===== src/rtl/bshift_pkg.sv =====
package bshift_pkg;

  typedef enum logic [2:0] {
    OP_ROR = 3'b000,
    OP_LSR = 3'b001,
    OP_ASR = 3'b010,
    OP_ROL = 3'b011,
    OP_LSL = 3'b100
  } op_e;

  typedef enum logic [1:0] {
    FILL_WRAP = 2'd0,
    FILL_ZERO = 2'd1,
    FILL_SIGN = 2'd2
  } fill_e;

  typedef struct packed {
    logic  mirror;
    fill_e fill;
    logic  bypass;
  } ctrl_t;

  // Map an operation code to the controls of the shared right-shift path.
  function automatic ctrl_t decode_op(input logic [2:0] code);
    ctrl_t c;
    c.mirror = 1'b0;
    c.fill   = FILL_ZERO;
    c.bypass = 1'b0;
    case (code)
      OP_ROR: c.fill = FILL_WRAP;
      OP_LSR: c.fill = FILL_ZERO;
      OP_ASR: c.fill = FILL_SIGN;
      OP_ROL: begin c.fill = FILL_WRAP; c.mirror = 1'b1; end
      OP_LSL: begin c.fill = FILL_ZERO; c.mirror = 1'b1; end
      default: c.bypass = 1'b1;
    endcase
    return c;
  endfunction

  function automatic logic is_rotate(input logic [2:0] code);
    return (code == OP_ROR) || (code == OP_ROL);
  endfunction

endpackage


===== src/rtl/bshift_mirror.sv =====
module bshift_mirror #(
  parameter int W = 32
) (
  input  logic [W-1:0] din,
  input  logic         en,
  output logic [W-1:0] dout
);
  logic [W-1:0] flipped;

  for (genvar i = 0; i < W; i++) begin : g_flip
    assign flipped[i] = din[W-1-i];
  end

  assign dout = en ? flipped : din;

  always_comb begin
    if (en) begin
      AST_MIRROR_ENDS: assert (dout[0] == din[W-1] && dout[W-1] == din[0]);
    end else begin
      AST_MIRROR_PASS: assert (dout == din);
    end
  end
endmodule


===== src/rtl/bshift_stage.sv =====
module bshift_stage
  import bshift_pkg::*;
#(
  parameter int W     = 32,
  parameter int SHIFT = 1
) (
  input  logic [W-1:0] din,
  input  logic         en,
  input  fill_e        fill,
  input  logic         sign,
  output logic [W-1:0] dout
);
  logic [SHIFT-1:0] fill_bits;

  always_comb begin
    case (fill)
      FILL_WRAP: fill_bits = din[SHIFT-1:0];
      FILL_SIGN: fill_bits = {SHIFT{sign}};
      default:   fill_bits = '0;
    endcase
  end

  assign dout = en ? {fill_bits, din[W-1:SHIFT]} : din;

  always_comb begin
    if (en && fill == FILL_ZERO) begin
      AST_STAGE_ZERO_FILL: assert (dout[W-1 -: SHIFT] == '0);
    end
    if (en && fill == FILL_SIGN) begin
      AST_STAGE_SIGN_FILL: assert (dout[W-1 -: SHIFT] == {SHIFT{sign}});
    end
    if (en && fill == FILL_WRAP) begin
      AST_STAGE_WRAP_COUNT: assert ($countones(dout) == $countones(din));
    end
  end
endmodule


===== src/rtl/bshift_core.sv =====
module bshift_core
  import bshift_pkg::*;
#(
  parameter int W  = 32,
  parameter int AW = $clog2(W)
) (
  input  logic [W-1:0]  din,
  input  logic [AW-1:0] amt,
  input  fill_e         fill,
  input  logic          sign,
  output logic [W-1:0]  dout
);
  logic [W-1:0] tap [AW+1];

  assign tap[0] = din;

  for (genvar k = 0; k < AW; k++) begin : g_stage
    bshift_stage #(.W(W), .SHIFT(1 << k)) u_stage (
      .din  (tap[k]),
      .en   (amt[k]),
      .fill (fill),
      .sign (sign),
      .dout (tap[k+1])
    );
  end

  assign dout = tap[AW];

  always_comb begin
    if (amt == '0) begin
      AST_CORE_ZERO_AMT: assert (dout == din);
    end
  end
endmodule


===== src/rtl/multimode_barrel_shifter.sv =====
module multimode_barrel_shifter
  import bshift_pkg::*;
#(
  parameter  int W  = 32,
  localparam int AW = $clog2(W)
) (
  input  logic [W-1:0]  din,
  input  logic [AW-1:0] amt,
  input  logic [2:0]    op,
  output logic [W-1:0]  dout
);
  ctrl_t        ctrl;
  logic [W-1:0] pre_word;
  logic [W-1:0] core_word;
  logic [W-1:0] post_word;
  logic         rotate_op;

  assign ctrl      = decode_op(op);
  assign rotate_op = is_rotate(op);

  bshift_mirror #(.W(W)) u_pre (
    .din  (din),
    .en   (ctrl.mirror),
    .dout (pre_word)
  );

  bshift_core #(.W(W), .AW(AW)) u_core (
    .din  (pre_word),
    .amt  (amt),
    .fill (ctrl.fill),
    .sign (din[W-1]),
    .dout (core_word)
  );

  bshift_mirror #(.W(W)) u_post (
    .din  (core_word),
    .en   (ctrl.mirror),
    .dout (post_word)
  );

  assign dout = ctrl.bypass ? din : post_word;

  always_comb begin
    if (amt == '0) begin
      AST_ZERO_AMT_IDENT: assert (dout == din);
    end
    if (op > 3'b100) begin
      AST_UNDEF_OP_IDENT: assert (dout == din);
    end
    if (rotate_op) begin
      AST_ROT_POPCOUNT: assert ($countones(dout) == $countones(din));
    end
    if (op == OP_LSR && amt != '0) begin
      AST_LSR_TOP_ZERO: assert (dout[W-1] == 1'b0);
    end
    if (op == OP_ASR) begin
      AST_ASR_TOP_SIGN: assert (dout[W-1] == din[W-1]);
    end
    if (op == OP_LSL && amt != '0) begin
      AST_LSL_LOW_ZERO: assert (dout[0] == 1'b0);
    end
    if (op == OP_ROR && amt == AW'(1)) begin
      AST_ROR_ONE_WRAP: assert (dout[W-1] == din[0]);
    end
    if (op == OP_ROL && amt == AW'(1)) begin
      AST_ROL_ONE_WRAP: assert (dout[0] == din[W-1]);
    end
  end
endmodule


===== config.mk =====
export PLATFORM = sky130hd
export DESIGN_NAME = multimode_barrel_shifter
export DESIGN_NICKNAME = d
export VERILOG_FILES = /design/src/rtl/bshift_pkg.sv /design/src/rtl/bshift_mirror.sv /design/src/rtl/bshift_stage.sv /design/src/rtl/bshift_core.sv /design/src/rtl/multimode_barrel_shifter.sv
export SDC_FILE = /design/constraint.sdc
export NUM_CORES = 1
export LEC_CHECK = 0
export BUFFER_PORTS_ARGS = -buffer_cell sky130_fd_sc_hd__buf_4
export CAP_MARGIN = 20
export CORE_MARGIN = 2
export CORE_UTILIZATION = 55
export DETAILED_ROUTE_END_ITERATION = 8
export GPL_ROUTABILITY_DRIVEN = 0
export PLACE_DENSITY = 0.77
export SETUP_SLACK_MARGIN = 0.15
export SYNTH_ARGS = -nofsm -noshare
export SYNTH_HDL_FRONTEND = slang
export SYNTH_SLANG_ARGS = --single-unit

===== constraint.sdc =====
create_clock -name vclk -period 4.4
set_input_delay 0.66 -clock vclk [all_inputs]
set_output_delay 0.66 -clock vclk [all_outputs]
set_load 0.005 [all_outputs]

=== After elaboration in Yosys (flattened, before gate mapping) ===
Cells that the tools add are included.

* Register bits: 0
* Input port bits: 40
* Output and inout port bits: 32
* Logic and storage cells: 25

* Equal/unequal tests: 5
* Mux-type cells: 15
* Reductions and logical operators: 5

{| class="wikitable"
|+ Operator list
! cell !! count
|-
| $mux W32 || 8
|-
| $pmux W16 S2 || 1
|-
| $pmux W8 S2 || 1
|-
| $pmux W2 S2 || 2
|-
| $pmux W4 S2 || 1
|-
| $eq A3 B2 Y1 const B || 2
|-
| $reduce_or A5 Y1 || 1
|-
| $reduce_or A2 Y1 || 2
|-
| $eq A3 B1 Y1 const B || 1
|-
| $eq A3 B3 Y1 const B || 1
|-
| $logic_not A3 Y1 || 1
|-
| $eq A2 B2 Y1 const B || 1
|-
| $logic_not A2 Y1 || 1
|-
| $pmux W1 S2 || 1
|-
| $mux W1 || 1
|}

=== Longest topological paths before layout ===
* Depth in word-level cells: 16
* Gate-level depth with buffers: 13
* Depth with buffers taken out: 9

=== Cells and area by module ===
Synthesis repeated with hierarchy kept, for this count alone.

* Cell total of the unflattened synthesis: 370
* Area, all modules: 4506.8 um^2

{| class="wikitable"
|+ By module, submodules not included
! module !! times used !! cells each !! area each (um^2) !! seq. area each (um^2)
|-
| bshift_mirror || 2 || 36 || 544.3 || 0.0
|-
| bshift_stage (u_core.g_stage[4].u_stage) || 1 || 74 || 596.8 || 0.0
|-
| bshift_stage (u_core.g_stage[3].u_stage) || 1 || 56 || 580.6 || 0.0
|-
| bshift_stage (u_core.g_stage[2].u_stage) || 1 || 46 || 566.8 || 0.0
|-
| bshift_stage (u_core.g_stage[1].u_stage) || 1 || 41 || 560.5 || 0.0
|-
| multimode_barrel_shifter || 1 || 42 || 558.0 || 0.0
|-
| bshift_stage (u_core.g_stage[0].u_stage) || 1 || 39 || 555.5 || 0.0
|}

=== Worst setup path before layout ===
Ideal clock, no wire load.

* Path type: input-to-output
* Start: input port op[0]
* End: output port dout[29]
* Data arrival time: 2.983 ns
* Required time: 3.740 ns
* Path slack: 0.757 ns
* Stages on the path: 11
* Path buffers: 3
* Path through: buf_6 > and2_4 > buf_6 > buf_6 > o311a_1 > mux4_2 > mux2i_4 > o22a_1 > o21ai_1 > a211o_1 > a221o_1

* Longest elaborated chain between the ends: 12
* Elaborated cells between the ends (all ways): 25
* Classes of those cells: 5 x eq/ne; 15 x mux; 5 x reduce/logical

{| class="wikitable"
|+ Ends and longest elaborated chain
! item !! RTL line !! text
|-
| start, declared || multimode_barrel_shifter.sv:9 || <nowiki>input logic [2:0] op,</nowiki>
|-
| $eq A3 B2 Y1, or another cell as far along || bshift_pkg.sv:29 || <nowiki>case (code)</nowiki>
|-
| $reduce_or A2 Y1 (no line) || n/a ||
|-
| $pmux W2 S2 or $mux W1 (tied branches) || bshift_pkg.sv:29 ||
|-
| $eq A2 B2 Y1, or another cell as far along || bshift_stage.sv:16 || <nowiki>case (fill)</nowiki>
|-
| $pmux W1 S2 or $mux W32 (tied branches) || bshift_stage.sv:16, bshift_stage.sv:23 ||
|-
| $mux W32 or $pmux W2 S2 (tied branches) || bshift_stage.sv:23, bshift_stage.sv:16 ||
|-
| $mux W32 or $pmux W4 S2 (tied branches) || bshift_stage.sv:23, bshift_stage.sv:16 ||
|-
| $mux W32 or $pmux W8 S2 (tied branches) || bshift_stage.sv:23, bshift_stage.sv:16 ||
|-
| $mux W32 or $pmux W16 S2 (tied branches) || bshift_stage.sv:23, bshift_stage.sv:16 ||
|-
| $mux W32 || bshift_stage.sv:23 || <nowiki>assign dout = en ? {fill_bits, din[W-1:SHIFT]} : din;</nowiki>
|-
| $mux W32 || bshift_mirror.sv:14 || <nowiki>assign dout = en ? flipped : din;</nowiki>
|-
| $mux W32 (*) || multimode_barrel_shifter.sv:41 || <nowiki>assign dout = ctrl.bypass ? din : post_word;</nowiki>
|-
| end, declared || multimode_barrel_shifter.sv:10 || <nowiki>output logic [W-1:0] dout</nowiki>
|}

Every way passes the cells marked *; elsewhere a longest branch is shown, timed or not.

=== Worst setup path in the final report ===
* Start: input port op[1]
* End: output port dout[15]

The elaborated chain is that of the path after synthesis.

==> impl_metrics.tcl <==
set metrics [dict create \
    synth.avg_cell_area_um2 7.142 \
    final-seq-area_um2 0 \
    clock.fmax_mhz 234.0 \
    rows 34 \
    p_seq_share_pct 0 \
    ir_drop_v 0.0001090 \
    setup_violations 0 \
    grt_pass1_vias 5828 \
    synth_cells 675 \
    post-place-ws_ns -0.03309 \
    drc 0 \
    layout-drive-gt1-share_pct 25.56 \
    final_util_pct 64.65 \
    start_util_pct 56.10 \
    antennaDiodeCount 0 \
    rsz0062_at_grt "true" \
    yosysUniqueCellTypes 78 \
    switching_power_mw 0.5124 \
    grt_max_degree 66 \
    comb_power_share_pct 100.0 \
    drtIter0Drc 1067 \
    grt_overflow 0 \
    critPathMaxFanout 34 \
    cp-start-kind "input pin" \
    leakage_nw 2.137 \
    relSlewSlack_pct 44.04 \
    arrival_ns 3.61 \
    dieArea_um2 9530 \
    seq_cells 0 \
    status "complete, no violations" \
    viasPerCell 7.849 \
    tightest_slew_ns 0.8330 \
    grt_usage_pct 38.55 \
    layout.nets 762 \
    hpwl_um 15060 \
    fp.dieW_um 97.62 \
    hold_viol_final 0 \
    hp-class "in -> out" \
    layout_setup_ws_ns 0.1260 \
    grt_pass1_wl_um 30440 \
    routedWlPerCell_um 23.85 \
    clockBufferCount 0 \
    postRouteWirelength_um 19750 \
    ios 72 \
    yosys_warnings 0 \
    via_count 6499 \
    place_area_um2 5466 \
    syn_area_um2 4821 \
    critPathRequiredTime_ns 3.74 \
    antenna_found_initial 1 \
    power.internal_mw 0.3966 \
    syn_to_final_growth_pct 15.23 \
    ant_nets 0 \
    p_clk_share_pct 0 \
    power.density_nw_per_um2 163.6 \
    drv_cap 0 \
    io_buffers 72 \
    yosysSeqAreaShare_pct 0 \
    endpoint_kind "output pin" \
    p_total_mw 0.9090 \
    final_cell_area_um2 5555 \
    power_switching_share_pct 56.37 \
    die_h_um 97.62 \
    min_period_over_period_pct 97.14 \
    report.final.slew_viol_count 0 \
    core_area_um2 8593 \
    fin_crit_ns 4.274 \
    synth_fp_nets 715 \
    firstDrtPassIters 8 \
    worstSetupPathType "in -> out" \
]
==> final timing paths <==
kind                     from       end  slack (ns)  depth (start not counted)
worst max-delay path    op[1]  dout[15]        0.13                         12
worst min-delay path  din[18]  dout[18]        1.64                          4
==> layout make-up <==
type / instances / area, um2
fillers: 747 / 3038
repair buffers: 120 / 960.9
inverters: 10 / 37.54
multi-input cells: 590 / 4422
well taps: 108 / 135.1
==> cell usage in the layout, fill, tap and decap left out, types with 10 or more instances in the layout <==
cell	synthesis	layout
a21boi_0	12	12
a21oi_1	37	35
a221o_1	16	16
a22oi_1	13	13
and3b_1	22	22
buf_4	4	114
mux2_2	12	12
mux2i_1	19	18
mux4_2	22	22
nand2_1	48	48
nand3_1	21	21
nor2_1	48	48
nor2b_1	30	30
nor3_1	33	33
o21ai_0	47	45
o21ai_1	8	10
o221ai_1	15	14
o22ai_1	14	14
o311a_1	13	13
o311ai_0	16	14
==> power groups by stage <==
stage               Clock [mW]  Combinational (mW)  Sequential [mW]
floorplan                    0               0.546                0
global placement             0               0.829                0
detailed placement           0               0.848                0
CTS                          0               0.854                0
global route                 0               0.949                0
finish                       0               0.909                0
==> cell usage after synthesis (16+ instances only) <==
cell	n	area share, %
a21oi_1	37	3.8
nor2_1	48	3.7
mux4_2	22	10
clkbuf_1	37	2.9
o311ai_0	16	2.9
nor3_1	33	3.4
buf_2	23	2.4
a221o_1	16	3.3
nand2_1	48	3.7
and3b_1	22	4.0
nor2b_1	30	3.9
nand3_1	21	2.2
o21ai_0	47	4.9
mux2i_1	19	3.9
==> worst max-delay path: stages <==
cell       delay (ns)
buf_4            0.16
buf_6            0.19
or3b_2           0.53
a2bb2oi_2        0.20
o21ai_0          0.15
o21a_1           0.17
mux4_2           0.54
mux2_2           0.33
o221ai_2         0.27
a22oi_1          0.11
o21ai_0          0.13
buf_4            0.16
==> through the flow <==
stage,hold WS (ns),TNS [ns],std cells
5_1_grt,1.669,0,828
4_1_cts,1.644,0,826
2_1_floorplan,1.405,0,675
6_report,1.645,0,828
3_5_place_dp,1.643,-0.05432,826
3_3_place_gp,1.634,0,826
==> cell families after synthesis <==
| group | count (synthesis) | synth area share (%) |
|---|---|---|
| AO/OA/AOI/OAI | 297 | 46.74 |
| multiplexers | 55 | 17.78 |
| buffers and inverters | 85 | 9.084 |
| AND/OR/NAND/NOR | 236 | 26.03 |
| XOR/XNOR | 2 | 0.3634 |
==> layer usage <==
metal  track usage, %  up-vias  share of wire (%)
met5                0        -              0.076
met4            15.17        2                5.5
met3            13.45      116                 15
met2            59.79      524                 43
met1            49.03     3023                 36
li1                 -     2834                  -
==> timing repair <==
item                                    4_1_cts  5_1_grt
setup buffers                                 0        2
hold buffers                                  0        0
resized for setup                             3       17
pin swaps                                     0        1
endpoints found under the setup margin        4       31
(Power assumes the default switching activity.)
